### config.mk
export PLATFORM = sky130hd
export DESIGN_NAME = regblock_mover
export DESIGN_NICKNAME = d
export VERILOG_FILES = /design/src/rtl/regblock_pkg.sv /design/src/rtl/regblock_ctrl.sv /design/src/rtl/regblock_dpath.sv /design/src/rtl/regblock_mover.sv
export SDC_FILE = /design/constraint.sdc
export NUM_CORES = 1
export LEC_CHECK = 0
export ABC_CLOCK_PERIOD_IN_PS = 4500
export BUFFER_PORTS_ARGS = -buffer_cell sky130_fd_sc_hd__buf_2
export CAP_MARGIN = 40
export CORE_MARGIN = 3
export CORE_UTILIZATION = 45
export CTS_CLUSTER_SIZE = 40
export DETAILED_ROUTE_END_ITERATION = 8
export PLACE_DENSITY_LB_ADDON = 0.08
export SETUP_SLACK_MARGIN = 0.5
export SYNTH_ARGS = -nofsm -noshare
export SYNTH_HDL_FRONTEND = slang
export SYNTH_SLANG_ARGS = --single-unit
### constraint.sdc
create_clock -name clk -period 4.5 [get_ports clk]
set_input_delay 0.45 -clock clk [delete_from_list [all_inputs] [get_ports clk]]
set_output_delay 0.45 -clock clk [all_outputs]
set_load 0.01 [all_outputs]
### src/rtl/regblock_pkg.sv
`timescale 1ns/1ps
package regblock_pkg;
  localparam int INST_W = 16;
  localparam logic [9:0] XFER_PREFIX = 10'b0000000001;
  localparam int REG_N = 16;
  localparam int REG_AW = $clog2(REG_N);
  localparam int QUAD_FIRST = 4;
  localparam int QUAD_LEN = 4;

  typedef enum logic [1:0] {
    XOP_LOAD_QUAD  = 2'd0,
    XOP_STORE_QUAD = 2'd1,
    XOP_LOAD_RUN   = 2'd2,
    XOP_STORE_RUN  = 2'd3
  } xferOp_e;

  // strobes from control to datapath
  typedef struct packed {
    logic start;    // latch base, first and last register
    logic active;   // transfer running
    logic beat;     // memory beat completes this cycle
    logic isStore;  // running op writes memory
  } dpCtl_t;
endpackage

### src/rtl/regblock_ctrl.sv
`timescale 1ns/1ps
module regblock_ctrl
  import regblock_pkg::*;
(
  input  logic              clk,
  input  logic              rst_n,
  input  logic              instValid,
  input  logic [INST_W-1:0] instWord,
  input  logic              memReady,
  input  logic              atLast,
  output dpCtl_t            ctl,
  output logic [REG_AW-1:0] decFirst,
  output logic [REG_AW-1:0] decLast,
  output logic [REG_AW-1:0] decBase,
  output logic              busy,
  output logic              memReq,
  output logic              memWe,
  output logic              done,
  output logic              illegal
);
  localparam logic [REG_AW-1:0] QUAD_LO  = REG_AW'(QUAD_FIRST);
  localparam logic [REG_AW-1:0] QUAD_HI  = REG_AW'(QUAD_FIRST + QUAD_LEN - 1);
  localparam logic [REG_AW-1:0] REG_TOP  = REG_AW'(REG_N - 1);

  typedef enum logic {S_IDLE, S_RUN} state_e;

  state_e            state;
  logic              storeQ;
  logic              illQ;
  logic              hit;
  logic              isQuad;
  logic              decIll;
  logic              startNow;
  logic              beatNow;
  logic              finishNow;
  xferOp_e           op;
  logic [REG_AW-1:0] fld;

  always_comb begin
    hit    = (instWord[INST_W-1:6] == XFER_PREFIX);
    op     = xferOp_e'(instWord[5:4]);
    fld    = instWord[REG_AW-1:0];
    isQuad = (op == XOP_LOAD_QUAD) || (op == XOP_STORE_QUAD);
    decFirst = isQuad ? QUAD_LO : fld;
    decLast  = isQuad ? QUAD_HI : REG_TOP;
    decBase  = isQuad ? fld : '0;
    if (isQuad) decIll = (op == XOP_LOAD_QUAD) && (fld >= QUAD_LO) && (fld <= QUAD_HI);
    else        decIll = (fld == '0) || (fld == REG_TOP);
    startNow  = (state == S_IDLE) && instValid && hit;
    beatNow   = (state == S_RUN) && memReady;
    finishNow = beatNow && atLast;
  end

  assign busy   = (state == S_RUN);
  assign memReq = busy;
  assign memWe  = busy && storeQ;
  assign ctl    = '{start: startNow, active: busy, beat: beatNow, isStore: storeQ};

  always_ff @(posedge clk) begin
    if (!rst_n) begin
      state   <= S_IDLE;
      storeQ  <= 1'b0;
      illQ    <= 1'b0;
      done    <= 1'b0;
      illegal <= 1'b0;
    end else begin
      done    <= finishNow;
      illegal <= finishNow && illQ;
      if (startNow) begin
        state  <= S_RUN;
        storeQ <= instWord[4];
        illQ   <= decIll;
      end else if (finishNow) begin
        state <= S_IDLE;
      end
    end
  end
endmodule

### src/rtl/regblock_dpath.sv
`timescale 1ns/1ps
module regblock_dpath
  import regblock_pkg::*;
#(
  parameter int DATA_W = 32,
  parameter int ADDR_W = 32
) (
  input  logic              clk,
  input  logic              rst_n,
  input  dpCtl_t            ctl,
  input  logic [REG_AW-1:0] decFirst,
  input  logic [REG_AW-1:0] decLast,
  input  logic [REG_AW-1:0] decBase,
  input  logic [DATA_W-1:0] rfRdData,
  input  logic [DATA_W-1:0] memRdata,
  output logic [REG_AW-1:0] rfRdAddr,
  output logic              rfWrEn,
  output logic [REG_AW-1:0] rfWrAddr,
  output logic [DATA_W-1:0] rfWrData,
  output logic [ADDR_W-1:0] memAddr,
  output logic [DATA_W-1:0] memWdata,
  output logic              atLast
);
  localparam logic [ADDR_W-1:0] STEP = ADDR_W'(DATA_W / 8);

  logic [REG_AW-1:0] curReg;
  logic [REG_AW-1:0] lastReg;
  logic [ADDR_W-1:0] addrQ;

  // base is copied into the address accumulator once, at acceptance
  always_ff @(posedge clk) begin
    if (!rst_n) begin
      curReg  <= '0;
      lastReg <= '0;
      addrQ   <= '0;
    end else if (ctl.start) begin
      curReg  <= decFirst;
      lastReg <= decLast;
      addrQ   <= ADDR_W'(rfRdData);
    end else if (ctl.beat) begin
      curReg  <= curReg + 1'b1;
      addrQ   <= addrQ + STEP;
    end
  end

  assign rfRdAddr = ctl.active ? curReg : decBase;
  assign atLast   = (curReg == lastReg);
  assign rfWrEn   = ctl.beat && !ctl.isStore;
  assign rfWrAddr = curReg;
  assign rfWrData = memRdata;
  assign memAddr  = addrQ;
  assign memWdata = rfRdData;
endmodule

### src/rtl/regblock_mover.sv
`timescale 1ns/1ps
module regblock_mover
  import regblock_pkg::*;
#(
  parameter int DATA_W = 32,
  parameter int ADDR_W = 32
) (
  input  logic              clk,
  input  logic              rst_n,
  input  logic              instValid,
  input  logic [INST_W-1:0] instWord,
  output logic              busy,
  output logic [REG_AW-1:0] rfRdAddr,
  input  logic [DATA_W-1:0] rfRdData,
  output logic              rfWrEn,
  output logic [REG_AW-1:0] rfWrAddr,
  output logic [DATA_W-1:0] rfWrData,
  output logic              memReq,
  output logic              memWe,
  output logic [ADDR_W-1:0] memAddr,
  output logic [DATA_W-1:0] memWdata,
  input  logic [DATA_W-1:0] memRdata,
  input  logic              memReady,
  output logic              done,
  output logic              illegal
);
  dpCtl_t            ctl;
  logic [REG_AW-1:0] decFirst;
  logic [REG_AW-1:0] decLast;
  logic [REG_AW-1:0] decBase;
  logic              atLast;

  regblock_ctrl u_ctrl (
    .clk       (clk),
    .rst_n     (rst_n),
    .instValid (instValid),
    .instWord  (instWord),
    .memReady  (memReady),
    .atLast    (atLast),
    .ctl       (ctl),
    .decFirst  (decFirst),
    .decLast   (decLast),
    .decBase   (decBase),
    .busy      (busy),
    .memReq    (memReq),
    .memWe     (memWe),
    .done      (done),
    .illegal   (illegal)
  );

  regblock_dpath #(.DATA_W(DATA_W), .ADDR_W(ADDR_W)) u_dpath (
    .clk      (clk),
    .rst_n    (rst_n),
    .ctl      (ctl),
    .decFirst (decFirst),
    .decLast  (decLast),
    .decBase  (decBase),
    .rfRdData (rfRdData),
    .memRdata (memRdata),
    .rfRdAddr (rfRdAddr),
    .rfWrEn   (rfWrEn),
    .rfWrAddr (rfWrAddr),
    .rfWrData (rfWrData),
    .memAddr  (memAddr),
    .memWdata (memWdata),
    .atLast   (atLast)
  );
endmodule

* Yosys cells after proc, flatten, opt, wreduce, memory -nomap -nowiden *
Cells that the tools add are included.

storage, ports and cells
  flip-flop bits (word level) = 45
  bits in latches = 0
  memory bits (writable) = 0
  bits in read-only memories = 0
  input bits = 84
  output and inout bits = 110
  word-level logic and storage cells = 44
  memories = 0

cells by class
  add/subtract/negate cells = 2
  multipliers = 0
  divide/modulo/power cells = 0
  order comparisons = 2
  eq/ne operators = 4
  shift operators = 0
  multiplexer cells = 11
  bitwise operators = 1
  reductions and logical operators = 16

operators with widths
  cell                                                                              count
  32-bit 2-to-1 mux                                                                 2
  32-bit by 3-bit adder with 32-bit output, second input constant                   1
  4-bit 2-to-1 mux                                                                  6
  10-bit by 1-bit equality test with 1-bit output, second input constant            1
  1-bit logical AND                                                                 9
  4-bit by 1-bit adder with 4-bit output, second input constant                     1
  4-bit equality test                                                               1
  4-bit equality test, second input constant                                        1
  4-bit by 3-bit >= comparator with 1-bit output, second input constant             1
  4-bit by 3-bit less-or-equal comparator with 1-bit output, second input constant  1
  4-bit logical NOT                                                                 1
  2-bit nonzero test                                                                2
  1-bit 2-to-1 mux                                                                  3
  2-bit by 1-bit equality test with 1-bit output, second input constant             1
  2-bit logical NOT                                                                 1
  1-bit logical OR                                                                  2
  1-bit logical NOT                                                                 1
  1-bit inverter                                                                    1

* Longest topological paths before layout *
Gate-level depths: netlist of run 1.

  word-level depth = 4
  gate-level depth with buffers = 6
  depth with buffers taken out = 6

* Modules after synthesis *
Synthesis of run 1 repeated with hierarchy kept, for this count alone.

unflattened totals
  cell total of the unflattened synthesis = 379
  area total of the unflattened synthesis = 3049.2 um2

modules (own cells, without submodules)
  module          instances  cells an instance  area each (um2)
  regblock_dpath  1          335                2692.6
  regblock_ctrl   1          44                 356.6

* Least setup slack after synthesis of run 1 *
Ideal clock, no wire load.

  path type = reg-to-reg
  start point = reg u_dpath.addrQ[4], in the netlist u_dpath.memAddr[4]
  end point = reg u_dpath.addrQ[28], in the netlist u_dpath.memAddr[28]
  setup time = 74 ps
  arrival = 1607 ps
  slack = 2818 ps
  cell stages (with the launch flop) = 6
  buffers on the path = 0
  clock period less this slack = 1682 ps
  cell sequence = dfxtp_1 nand4_4 nor4_4 nand2_2 or3_1 a31oi_1

between the ends
  word-level cells in the longest chain between the ends = 3

ends and longest elaborated chain
  item                                      line                  source
  start: declaration                        regblock_dpath.sv:28  logic [ADDR_W-1:0] addrQ;
  start signal: assignment                  regblock_dpath.sv:39  addrQ <= ADDR_W'(rfRdData);
  start signal: assignment                  regblock_dpath.sv:42  addrQ <= addrQ + STEP;
  32-bit by 3-bit adder with 32-bit output  regblock_dpath.sv:42
  32-bit 2-to-1 mux                         regblock_dpath.sv:40  end else if (ctl.beat) begin
  32-bit 2-to-1 mux                         regblock_dpath.sv:36  end else if (ctl.start) begin

Every way passes these cells. The select of a mux whose other input is x is not followed.
A chain may end at the register's enable or synchronous reset.

* Final worst setup path of run 1 *
  start point = reg u_ctrl.state, in the netlist u_ctrl.busy
  end point = reg u_dpath.addrQ[31], in the netlist u_dpath.memAddr[31]

between the ends
  word-level cells in the longest chain between the ends = 4
  elaborated cells on any way between the ends = 6
  those cells by class = mux: 1; bitwise: 1; reduce/logical: 4

ends and longest elaborated chain
  item                                                            line                 source
  start: declaration                                              regblock_ctrl.sv:27  state_e state;
  start signal: assignment                                        regblock_ctrl.sv:61  state <= S_IDLE;
  start signal: assignment                                        regblock_ctrl.sv:70  state <= S_RUN;
  start signal: assignment                                        regblock_ctrl.sv:74  state <= S_IDLE;
  1-bit inverter                                                  regblock_ctrl.sv:49  startNow = (state == S_IDLE) && instValid && hit;
  1-bit logical AND (2 in series)                                 regblock_ctrl.sv:49
  32-bit 2-to-1 mux / 2-bit nonzero test (equally long branches)  n/a

Parallel ways exist; a longest one is shown, timed or not.

==> results of run 1 <==
-- worst min-delay path by stage --
stage,endpoint,startpoint,cells after the start,slack [ns]
floorplan,u_ctrl.storeQ,u_ctrl.storeQ,2,0.44
global placement,u_dpath.memAddr[1],u_dpath.memAddr[1],2,0.44
detailed placement,u_dpath.memAddr[1],u_dpath.memAddr[1],2,0.45
CTS,u_dpath.memAddr[31],rfRdData[31],3,0.37
global route,u_dpath.memAddr[1],rfRdData[1],3,0.39
finish,u_dpath.memAddr[31],rfRdData[31],3,0.38
-- worst reg2reg max path, delay by kind of cell, from the launching register on --
kind | cells | cell delay (ns)
AO/OA/AOI/OAI | 1 | 0.18
XOR/XNOR | 1 | 0.21
AND/OR/NAND/NOR | 3 | 1.03
flip-flops | 1 | 0.76
-- registers in the layout, summed over array words and instances, names as in the netlist --
| signal | count |
|---|---|
| u_dpath.memAddr | 32 |
| u_ctrl.illQ | 1 |
| u_ctrl.busy | 1 |
| u_ctrl.done | 1 |
| u_dpath.rfWrAddr | 4 |
| u_ctrl.storeQ | 1 |
| u_dpath.lastReg | 2 |
| u_ctrl.illegal | 1 |
-- cells in the final DEF (no fill, tap or decap), types with 2 or more instances in the layout --
master    count
nor3_1        6
xor2_1       23
ha_1          2
nor4b_1       2
a211oi_1     14
buf_2       129
a311oi_1      2
clkbuf_8      6
o31ai_1       2
nand2_1      22
dfxtp_1      43
inv_1         3
a21oi_1      25
xnor2_1       7
o21ai_0      21
and4_1        3
nor2_1       22
and3_1        5
and2_1        4
nand4_1      14
nor4_1        5
nand2b_1      5
nand3_1      19
-- logic make-up after synthesis --
group | count (synthesis) | synth area share [%]
buffers and inverters | 85 | 21.0
adders and majority gates | 2 | 0.911
DFF | 43 | 31.3
xor gates and xnor gates | 30 | 9.57
AOI/OAI and AO/OA | 70 | 15.2
and+or+nand+nor | 112 | 22.1
-- final cells by class --
type	count	area [um^2]	share of cell area (%)
clock buffers	6	82.6	2.70
repair buffers	131	668	21.8
multi-input cells	214	1310	42.8
inverters	3	11.3	0.368
clock inverters	2	35.0	1.15
well taps	72	90.1	2.95
flip-flops and latches	43	861	28.2
-- layer usage --
layer  vias up  wire length, um  track usage (%)
li1       1250                -                -
met1      1123             3160             24.6
met2        91             3090             31.7
met3         8              543             5.73
met4         0               53             4.09
met5         -                0                0
-- power breakdown --
| part | internal [W] | switching, W | leakage [nW] |
|---|---|---|---|
| Clock | 0.000180 | 0.000140 | 0.0612 |
| Sequential | 0.000380 | 0.000000323 | 0.346 |
| Combinational | 0.0000314 | 0.0000376 | 0.968 |
| Total | 0.000591 | 0.000178 | 1.38 |
-- per-stage QoR --
stage                     power [W]  instance area (um^2)  setup slack [ns]  util [%]  cells
final                      0.000769                  3060              2.25      53.6    471
after global routing       0.000808                  3060              1.95      53.6    471
after CTS                  0.000778                  3060              2.23      53.6    471
after detailed placement   0.000459                  2940              2.24      51.5    463
after global placement     0.000459                  2930              2.08      51.2    462
after floorplan            0.000464                  2750              2.82         -    342
==> out/qor.csv, run 1 <==
metric;value;unit
status;finished, final reports clean;
max frequency;0.444;GHz
Antenna Cells;0;
largest net degree at the start of global routing;43;
slowest stage delay, CP;0.76;ns
syn_nets;428;
# rows;27;
H-Tree Depth;2;
Cell Chain, Critical Path;nand4_1 > nor4_1 > nand4_1 > xor2_1 > o31ai_1;
CP Launch Type;flop;
setup repair after global routing missed its margin;false;
Crit path max-delay family;simple AND/OR/NAND/NOR gates;
I/O Buffers;129;
dpl hpwl;5130;um
Area Overhead vs Synth;11.3;%
initial antenna violation count;0;
drt total wl;6850;um
routed wire length per instance;14.5;um
clk_skew;0.00747;ns
setup TNS;0;ns
first-pass GRT wire length;11200;um
Crit path top cell by count;nand4_1;
Initial Utilization;48.1;%
GRT overflow;0;
VDD IR max;0.154;mV
CTS clk-pin slew, worst paths;0.09;ns
post-CTS setup buffers;0;
CTS sink cnt;43;
Routed Antenna Nets;0;
CTS Buf Count;5;
Post-synth top cells;65 x buf_4, 43 x dfxtp_1, 25 x a21oi_1;
Yosys cell types;36;
Setup CP Type;flop to flop;
Critical Path Stages;5;
max-cap viol count;0;
Post-CTS Resized;0;
Yosys top cell by area;dfxtp_1;
clock buffer depth;2;
CP Buf/Inv Count;0;
Via Count;2472;
die width;84.1;um
Yosys reg bits;43;
Final Setup Violations;0;
post-layout min period;2.25;ns
leading cell type by number of instances after synthesis;buf_4;
beginning of the critical path;u_ctrl.busy;
Critical Path AT;2.47;ns
CTS Hold Bufs;0;
DRC;0;
WP data required;4.72;ns
ys async rst share;0;%
core area;5710;um^2
Syn Area/Cell;8.03;um^2
GRT Resource Usage Total;19.1;%
CTS tree;done;
P per Cell Area;252;nW/um^2
First DRT Iteration DRCs;120;
hold_ws;0.376;ns
Slew Viols, Final;0;
vias in the first global route;2320;
nets;484;
hold crit path type;primary input to flop;
total of warnings raised by yosys;0;
Crit. End Element;flop;
layout cell share with drive strength beyond 1;35.6;%
crit path max-delay cell type;dfxtp_1;
Die Y;84.1;um
peak fanout along the critical path;22;
full die area;7080;um^2
post-synthesis sequential area ratio;31.3;%
leakage;1.38;nW
Reg2Reg Launch Point;u_ctrl.busy;
Via density;5.25;
synthesized instance count;342;
area share of the largest cell type after synthesis;31.3;%
Worst Tran Pin Value;0.838;ns
TritonRoute pass-1 iters;4;
Fillers;586;
number of synthesized flops with an enable pin;0;
Worst R2R End;u_dpath.memAddr[31];
Synth Flop Type;dfxtp_1;
largest cells by area after synthesis;dfxtp_1 31%, buf_4 18%, xor2_1 7.3%, a21oi_1 4.6%, a211oi_1 3.8%;
fin crit share;50.1;%
worst setup path endpoint;u_dpath.memAddr[31];
Final Hold Fails;0;
Worst-Skew Late Latency;0.30;ns
root buffer cell;clkbuf_8;
slew margin rel.;44.1;%
synthesized cell area;2750;um^2
flop-to-flop setup slack;2.25;ns
Placer Congestion;0.803;
I/O pin total;194;
R2R cell count;5;
Power figures use the tool's default switching activity.
==> run 2, diff against run 1 <==
--- a/config.mk
+++ b/config.mk
@@ -5,11 +5,12 @@
 export SDC_FILE = /design/constraint.sdc
 export NUM_CORES = 1
 export LEC_CHECK = 0
-export ABC_CLOCK_PERIOD_IN_PS = 4500
+export ABC_AREA = 1
+export ABC_CLOCK_PERIOD_IN_PS = 2000
 export BUFFER_PORTS_ARGS = -buffer_cell sky130_fd_sc_hd__buf_2
 export CAP_MARGIN = 40
 export CORE_MARGIN = 3
-export CORE_UTILIZATION = 45
+export CORE_UTILIZATION = 41
 export CTS_CLUSTER_SIZE = 40
 export DETAILED_ROUTE_END_ITERATION = 8
 export PLACE_DENSITY_LB_ADDON = 0.08
==> constraint.sdc (replaced) <==
create_clock -name clk -period 2 [get_ports clk]
set_input_delay 0.2 -clock clk [delete_from_list [all_inputs] [get_ports clk]]
set_output_delay 0.2 -clock clk [all_outputs]
set_load 0.01 [all_outputs]
==> run 2 against run 1 <==
Routed wire length is 46% higher; largest cell class unchanged; non-clock buffer count is 12 higher; critical path type unchanged; critical path depth is 1 higher; highest routed layer unchanged; largest power group unchanged; sequential power is 120% higher.
==> out/qor.csv, run 2 <==
metric;value;unit;change
synthesized instance count;566;;was 342
synthesized cell area;3490;um^2;was 2750 um^2
full die area;9660;um^2;was 7080 um^2
hold_ws;0.138;ns;was 0.376 ns
Routed Antenna Nets;0;;unchanged
setup TNS;0;ns;unchanged
Synth Flop Type;dfxtp_1;;unchanged
Post-synth top cells;162 x nand2_1, 70 x nor2_1, 68 x buf_4;;was 65 x buf_4, 43 x dfxtp_1, 25 x a21oi_1
slowest stage delay, CP;0.39;ns;was 0.76 ns
CTS Hold Bufs;0;;unchanged
dpl hpwl;7630;um;was 5130 um
CP Buf/Inv Count;1;;was 0
max-cap viol count;0;;unchanged
switching share of total power;23.3;%;was 23.1%
largest cells by area after synthesis;dfxtp_1 25%, nand2_1 17%, buf_4 15%, nor2_1 7.5%, nand3_1 6.2%;;was dfxtp_1 31%, buf_4 18%, xor2_1 7.3%, a21oi_1 4.6%, a211oi_1 3.8%
CTS sink cnt;43;;unchanged
clk_skew;0.00590;ns;was 0.00747 ns
leading cell type by number of instances after synthesis;nand2_1;;was buf_4
Yosys reg bits;43;;unchanged
total of warnings raised by yosys;0;;unchanged
number of synthesized flops with an enable pin;0;;unchanged
ys async rst share;0;%;unchanged
Internal Pwr Total;0.00143;W;was 0.000591 W
min-delay src;rfRdData[1];;was rfRdData[31]
crit path max-delay cell type;dfxtp_4;;was dfxtp_1
vias in the first global route;3207;;was 2320
GRT Resource Usage Total;19.7;%;was 19.1%
Slew Viols, Final;0;;unchanged
CTS Buf Count;5;;unchanged
Crit path max-delay family;simple AND/OR/NAND/NOR gates;;unchanged
WP data required;2.17;ns;was 4.72 ns
clock power share;44.9;%;was 41.6%
initial antenna violation count;0;;unchanged
Final Setup Violations;0;;unchanged
Syn Area/Cell;6.17;um^2;was 8.03 um^2
I/O Buffers;129;;unchanged
fin crit share;74.2;%;was 50.1%
GRT overflow;0;;unchanged
Cell Chain, Critical Path;nor3b_4 > nand2_2 > buf_6 > or2_2 > nand3_1 > a21oi_1;;was nand4_1 > nor4_1 > nand4_1 > xor2_1 > o31ai_1
nets;721;;was 484
Critical Path AT;1.66;ns;was 2.47 ns
DRC;0;;unchanged
post-layout min period;1.48;ns;was 2.25 ns
Worst Tran Pin Value;0.558;ns;was 0.838 ns
Area Overhead vs Synth;19.4;%;was 11.3%
slew margin rel.;62.8;%;was 44.1%
first-pass GRT wire length;15800;um;was 11200 um
clock buffer depth;2;;unchanged
Initial Utilization;42.3;%;was 48.1%
syn_nets;652;;was 428
First DRT Iteration DRCs;148;;was 120
status;finished, final reports clean;;unchanged
most frequent cells in the layout;158 x nand2_1, 129 x buf_2, 55 x nor2_1;;was 129 x buf_2, 43 x dfxtp_1, 25 x a21oi_1
VDD IR max;0.316;mV;was 0.154 mV
Combinational Power Share;9.5;%;was 9.0%
Via Count;3587;;was 2472
Final Hold Fails;0;;unchanged
area share of the largest cell type after synthesis;24.6;%;was 31.3%
root buffer cell;clkbuf_8;;unchanged
Yosys cell types;33;;was 36
drt total wl;10000;um;was 6850 um
Worst-Skew Late Latency;0.31;ns;was 0.30 ns
share of power burned in registers;45.6;%;was 49.5%
leakage;1.79;nW;was 1.38 nW
Psw;0.000436;W;was 0.000178 W
setup repair after global routing missed its margin;true;;was false
post-synthesis sequential area ratio;24.6;%;was 31.3%
peak fanout along the critical path;21;;was 22
Power, Total;0.00187;W;was 0.000769 W
Placer Congestion;0.891;;was 0.803
number of flip-flops in the largest register;32;;unchanged
I/O pin total;194;;unchanged
P per Cell Area;448;nW/um^2;was 252 nW/um^2
hold crit path type;primary input to flop;;unchanged
CP Launch Type;flop;;unchanged
# rows;33;;was 27
Setup CP Type;flop to flop;;unchanged
beginning of the critical path;u_ctrl.busy;;unchanged
Crit. End Element;flop;;unchanged
largest net degree at the start of global routing;29;;was 43
Antenna Cells;0;;unchanged
die width;98.3;um;was 84.1 um
core area;8260;um^2;was 5710 um^2
CTS clk-pin slew, worst paths;0.09;ns;about the same
Via density;4.84;;was 5.25
routed wire length per instance;13.5;um;was 14.5 um
Yosys top cell by area;dfxtp_1;;unchanged
H-Tree Depth;2;;unchanged
commonest non-fill, non-tap cell in the layout;nand2_1;;was buf_2
Reg2Reg Launch Point;u_ctrl.busy;;unchanged
layout cell share with drive strength beyond 1;33.8;%;was 35.6%
Die Y;98.3;um;was 84.1 um
TritonRoute pass-1 iters;4;;unchanged
CTS tree;done;;unchanged
max frequency;0.674;GHz;was 0.444 GHz
run 2: changes by cell type after synthesis, moves of 12 or more:
cell and change:
a211oi_1 -14, clkinv_1 +12, xor2_1 -18, nor2_1 +48
nand3b_1 +15, nand2_1 +140, nand3_1 +24, inv_1 +41
run 2: cell families (layout without fill, tap and decap cells):
| family | after synthesis | after routing | share of synthesized area [%] |
|---|---|---|---|
| fa+ha+maj | 2 | 2 | 0.716 |
| compound gates | 61 | 61 | 10.2 |
| buf+inv | 140 | 210 | 23.6 |
| simple gates | 312 | 312 | 38.9 |
| xor+xnor | 8 | 8 | 2.01 |
| flops | 43 | 43 | 24.6 |
run 2: worst paths after layout:
| kind | to | cells after the start | slack (ns) |
|---|---|---|---|
| setup reg to reg | u_dpath.memAddr[9] | 6 | 0.52 |
| hold reg to reg | u_ctrl.illegal | 1 | 0.48 |
| setup / recovery | u_dpath.memAddr[9] | 6 | 0.52 |
| hold / removal | u_dpath.memAddr[1] | 3 | 0.14 |
run 2: power by group through the flow:
stage	sequential [W]	combinational (W)	clock [W]
6_report	0.000852	0.000177	0.000839
5_1_grt	0.000852	0.000195	0.000897
2_1_floorplan	0.000876	0.000175	0
3_3_place_gp	0.000876	0.000173	0
4_1_cts	0.000853	0.000175	0.000851
3_5_place_dp	0.000876	0.000175	0
run 2: worst min-delay path, stage by stage:
cell and delay, ns:
buf_2 0.08, o21ai_1 0.06, nor2_1 0.07
run 2: repair_timing:
item                       in CTS  in global routing
setup endpoints to repair      34                 33
pin swaps                       3                 10
cloned                          0                  2
hold endpoints to repair        0                  0
gates resized for setup        20                 48
buffers inserted                2                  3
run 2: area by class of cell:
class	instances	area, um^2
timing repair buffer	143	827
clock inverter	3	67.6
sequential	43	893
multi-input combinational	383	1940
fill	887	4090
tap	105	131
inverter	59	239
clock buffer	5	68.8
run 2: stage by stage:
| stage | instance area (um^2) | utilization, % | worst slack, ns | std cells |
|---|---|---|---|---|
| after floorplan | 3500 | - | 0.541 | 566 |
| after global placement | 3750 | 45.4 | 0.323 | 726 |
| after detailed placement | 3750 | 45.4 | 0.322 | 726 |
| after CTS | 3970 | 48.1 | 0.451 | 736 |
| after global routing | 4170 | 50.5 | 0.425 | 741 |
| final | 4170 | 50.5 | 0.517 | 741 |
run 2: layer usage:
layer	up-vias	share of wire [%]	GRT usage (%)	routed length, um
met5	-	0	0	0
met4	0	1.6	7.14	162
met3	20	7.3	3.50	727
met2	138	45	31.1	4520
met1	1556	46	26.8	4590
li1	1873	-	-	-
==> run 3, diff against run 2 <==
--- a/config.mk
+++ b/config.mk
@@ -5,12 +5,12 @@
 export SDC_FILE = /design/constraint.sdc
 export NUM_CORES = 1
 export LEC_CHECK = 0
-export ABC_AREA = 1
-export ABC_CLOCK_PERIOD_IN_PS = 2000
+export ABC_AREA = 0
+export ABC_CLOCK_PERIOD_IN_PS = 1400
 export BUFFER_PORTS_ARGS = -buffer_cell sky130_fd_sc_hd__buf_2
 export CAP_MARGIN = 40
 export CORE_MARGIN = 3
-export CORE_UTILIZATION = 41
+export CORE_UTILIZATION = 42
 export CTS_CLUSTER_SIZE = 40
 export DETAILED_ROUTE_END_ITERATION = 8
 export PLACE_DENSITY_LB_ADDON = 0.08
==> constraint.sdc (replaced) <==
create_clock -name clk -period 1.4 [get_ports clk]
set_input_delay 0.14 -clock clk [delete_from_list [all_inputs] [get_ports clk]]
set_output_delay 0.14 -clock clk [all_outputs]
set_load 0.01 [all_outputs]
==> run 3 against run 2 <==
The flow now finishes with violations (setup timing); sequential share of layout area down 2.8 points; via count fell by 11%; sequential power rose by 41%; clock-buffer cell count increased by 2; critical path depth up 2; design area increased by 21%; die area is 22% lower; flip-flop and latch count unchanged; highest routed layer unchanged.
==> out/qor.csv, run 3 (synthesized netlist as in run 1, its figures left out) <==
metric;value;unit;change
status;complete, but fails checks;;was finished, final reports clean
violated checks;setup timing;;
Crit. End Element;flop;;unchanged
leakage;2.18;nW;was 1.79 nW
CP Launch Type;flop;;unchanged
dpl hpwl;5970;um;was 7630 um
fin worst setup slack;-0.237;ns;was 0.517 ns
drt total wl;10900;um;was 10000 um
slowest stage delay, CP;0.37;ns;was 0.39 ns
DRC;0;;unchanged
core area;6130;um^2;was 8260 um^2
vias in the first global route;3071;;was 3207
routed wire length per instance;18.9;um;was 13.5 um
clock power share;36.4;%;was 44.9%
Critical Path AT;1.87;ns;was 1.66 ns
hold crit path type;primary input to flop;;unchanged
largest net degree at the start of global routing;21;;was 29
clk_skew;0.00774;ns;was 0.00590 ns
Slew Viols, Final;0;;unchanged
Via Count;3185;;was 3587
clock buffer depth;2;;unchanged
area post-placement;3490;um^2;was 3750 um^2
crit path max-delay cell type;dfxtp_4;;unchanged
Final Hold Fails;0;;unchanged
root buffer cell;clkbuf_8;;unchanged
GRT Resource Usage Total;25.8;%;was 19.7%
share of power burned in registers;51.0;%;was 45.6%
CTS Buf Count;5;;unchanged
Internal Pwr Total;0.00172;W;was 0.00143 W
switching share of total power;26.5;%;was 23.3%
most frequent cells in the layout;91 x buf_2, 86 x buf_6, 44 x buf_4;;was 158 x nand2_1, 129 x buf_2, 55 x nor2_1
Combinational Power Share;12.6;%;was 9.5%
VDD IR max;0.611;mV;was 0.316 mV
commonest non-fill, non-tap cell in the layout;buf_2;;was nand2_1
Via density;5.50;;was 4.84
Final Core Density;82.3;%;was 50.5%
peak fanout along the critical path;9;;was 21
Initial Utilization;44.8;%;was 42.3%
CTS Hold Bufs;0;;unchanged
fin crit share;117;%;was 74.2%
layout cell share with drive strength beyond 1;71.2;%;was 33.8%
non-filler cells, final;579;;was 741
Setup CP Type;flop to flop;;unchanged
Die Y;86.9;um;was 98.3 um
First DRT Iteration DRCs;159;;was 148
Placer Congestion;0.790;;was 0.891
TritonRoute pass-1 iters;4;;unchanged
Cell Chain, Critical Path;nand4_1 > nor4_4 > buf_6 > buf_4 > buf_4 > nand4_1 > a2bb2oi_1 > a21oi_1;;was nor3b_4 > nand2_2 > buf_6 > or2_2 > nand3_1 > a21oi_1
Worst-Skew Late Latency;0.31;ns;about the same
first-pass GRT wire length;15300;um;was 15800 um
I/O pin total;194;;unchanged
die width;86.9;um;was 98.3 um
final instance area;5050;um^2;was 4170 um^2
max frequency;0.611;GHz;was 0.674 GHz
Routed Antenna Nets;0;;unchanged
# rows;28;;was 33
Psw;0.000623;W;was 0.000436 W
slew margin rel.;59.9;%;was 62.8%
I/O Buffers;129;;unchanged
WP data required;1.63;ns;was 2.17 ns
CTS tree;done;;unchanged
number of flip-flops in the largest register;32;;unchanged
Area Overhead vs Synth;83.7;%;was 19.4%
CTS clk-pin slew, worst paths;0.09;ns;about the same
initial antenna violation count;0;;unchanged
post-layout min period;1.64;ns;was 1.48 ns
Final Setup Violations;45;;was 0
H-Tree Depth;2;;unchanged
dpl cells;525;;was 726
P per Cell Area;465;nW/um^2;was 448 nW/um^2
nets;588;;was 721
max-cap viol count;0;;unchanged
setup repair after global routing missed its margin;true;;unchanged
Worst Tran Pin Value;0.593;ns;was 0.558 ns
GRT overflow;0;;unchanged
CTS sink cnt;43;;unchanged
full die area;7550;um^2;was 9660 um^2
run 3: final timing paths:
path | startpoint | to | cells after the start | slack, ns
max | u_dpath.memAddr[10] | u_dpath.memAddr[18] | 8 | -0.24
min reg2reg | u_ctrl.illQ | u_ctrl.illegal | 1 | 0.50
max reg2reg | u_dpath.memAddr[10] | u_dpath.memAddr[18] | 8 | -0.24
min | rfRdData[31] | u_dpath.memAddr[31] | 3 | 0.10
run 3: cell type report:
cell class              count  area, um^2
repair buffers            235        2070
multi-input cells         214        1840
fillers                   357        1080
flip-flops and latches     43         940
well taps                  75        93.8
clock buffers               7        86.3
inverters                   3        11.3
clock inverters             1        5.00
diodes                      1        2.50
run 3: repair_timing:
| item | 4_1_cts | 5_1_grt |
|---|---|---|
| setup buffers | 22 | 13 |
| endpoints found under the hold margin | 0 | 0 |
| setup endpoints to repair | 87 | 88 |
| pin swaps | 29 | 15 |
| gates resized for setup | 192 | 51 |
| gates cloned | 9 | 1 |
run 3: worst max-delay path, delay by kind of cell, from the launching register on:
kind / cells / cell delay [ns]
simple gates: 3 / 0.49
buf+inv: 3 / 0.40
flops: 1 / 0.37
compound gates: 2 / 0.29
run 3: through the flow:
stage	setup slack, ns	hold WS (ns)	TNS [ns]	power, W
2_1_floorplan	-0.139	0.272	-1.88	0.00148
3_3_place_gp	-0.256	0.280	-2.68	0.00148
3_5_place_dp	-0.250	0.280	-3.38	0.00148
4_1_cts	-0.133	0.0711	-3.15	0.00234
5_1_grt	-0.393	0.113	-7.81	0.00241
6_report	-0.237	0.100	-4.78	0.00235
run 3: power by group through the flow:
stage | logic [W] | clock network (W) | registers [W]
floorplan | 0.000240 | 0 | 0.00124
global placement | 0.000239 | 0 | 0.00124
detailed placement | 0.000241 | 0 | 0.00124
CTS | 0.000280 | 0.000857 | 0.00120
global route | 0.000316 | 0.000897 | 0.00120
finish | 0.000296 | 0.000854 | 0.00120
run 3: per-layer routing:
layer,GRT usage (%),vias up,part of all wire [%]
met5,0,-,0
met4,6.80,0,2.8
met3,6.05,33,7.0
met2,46.2,149,52
met1,30.6,1533,38
li1,-,1470,-
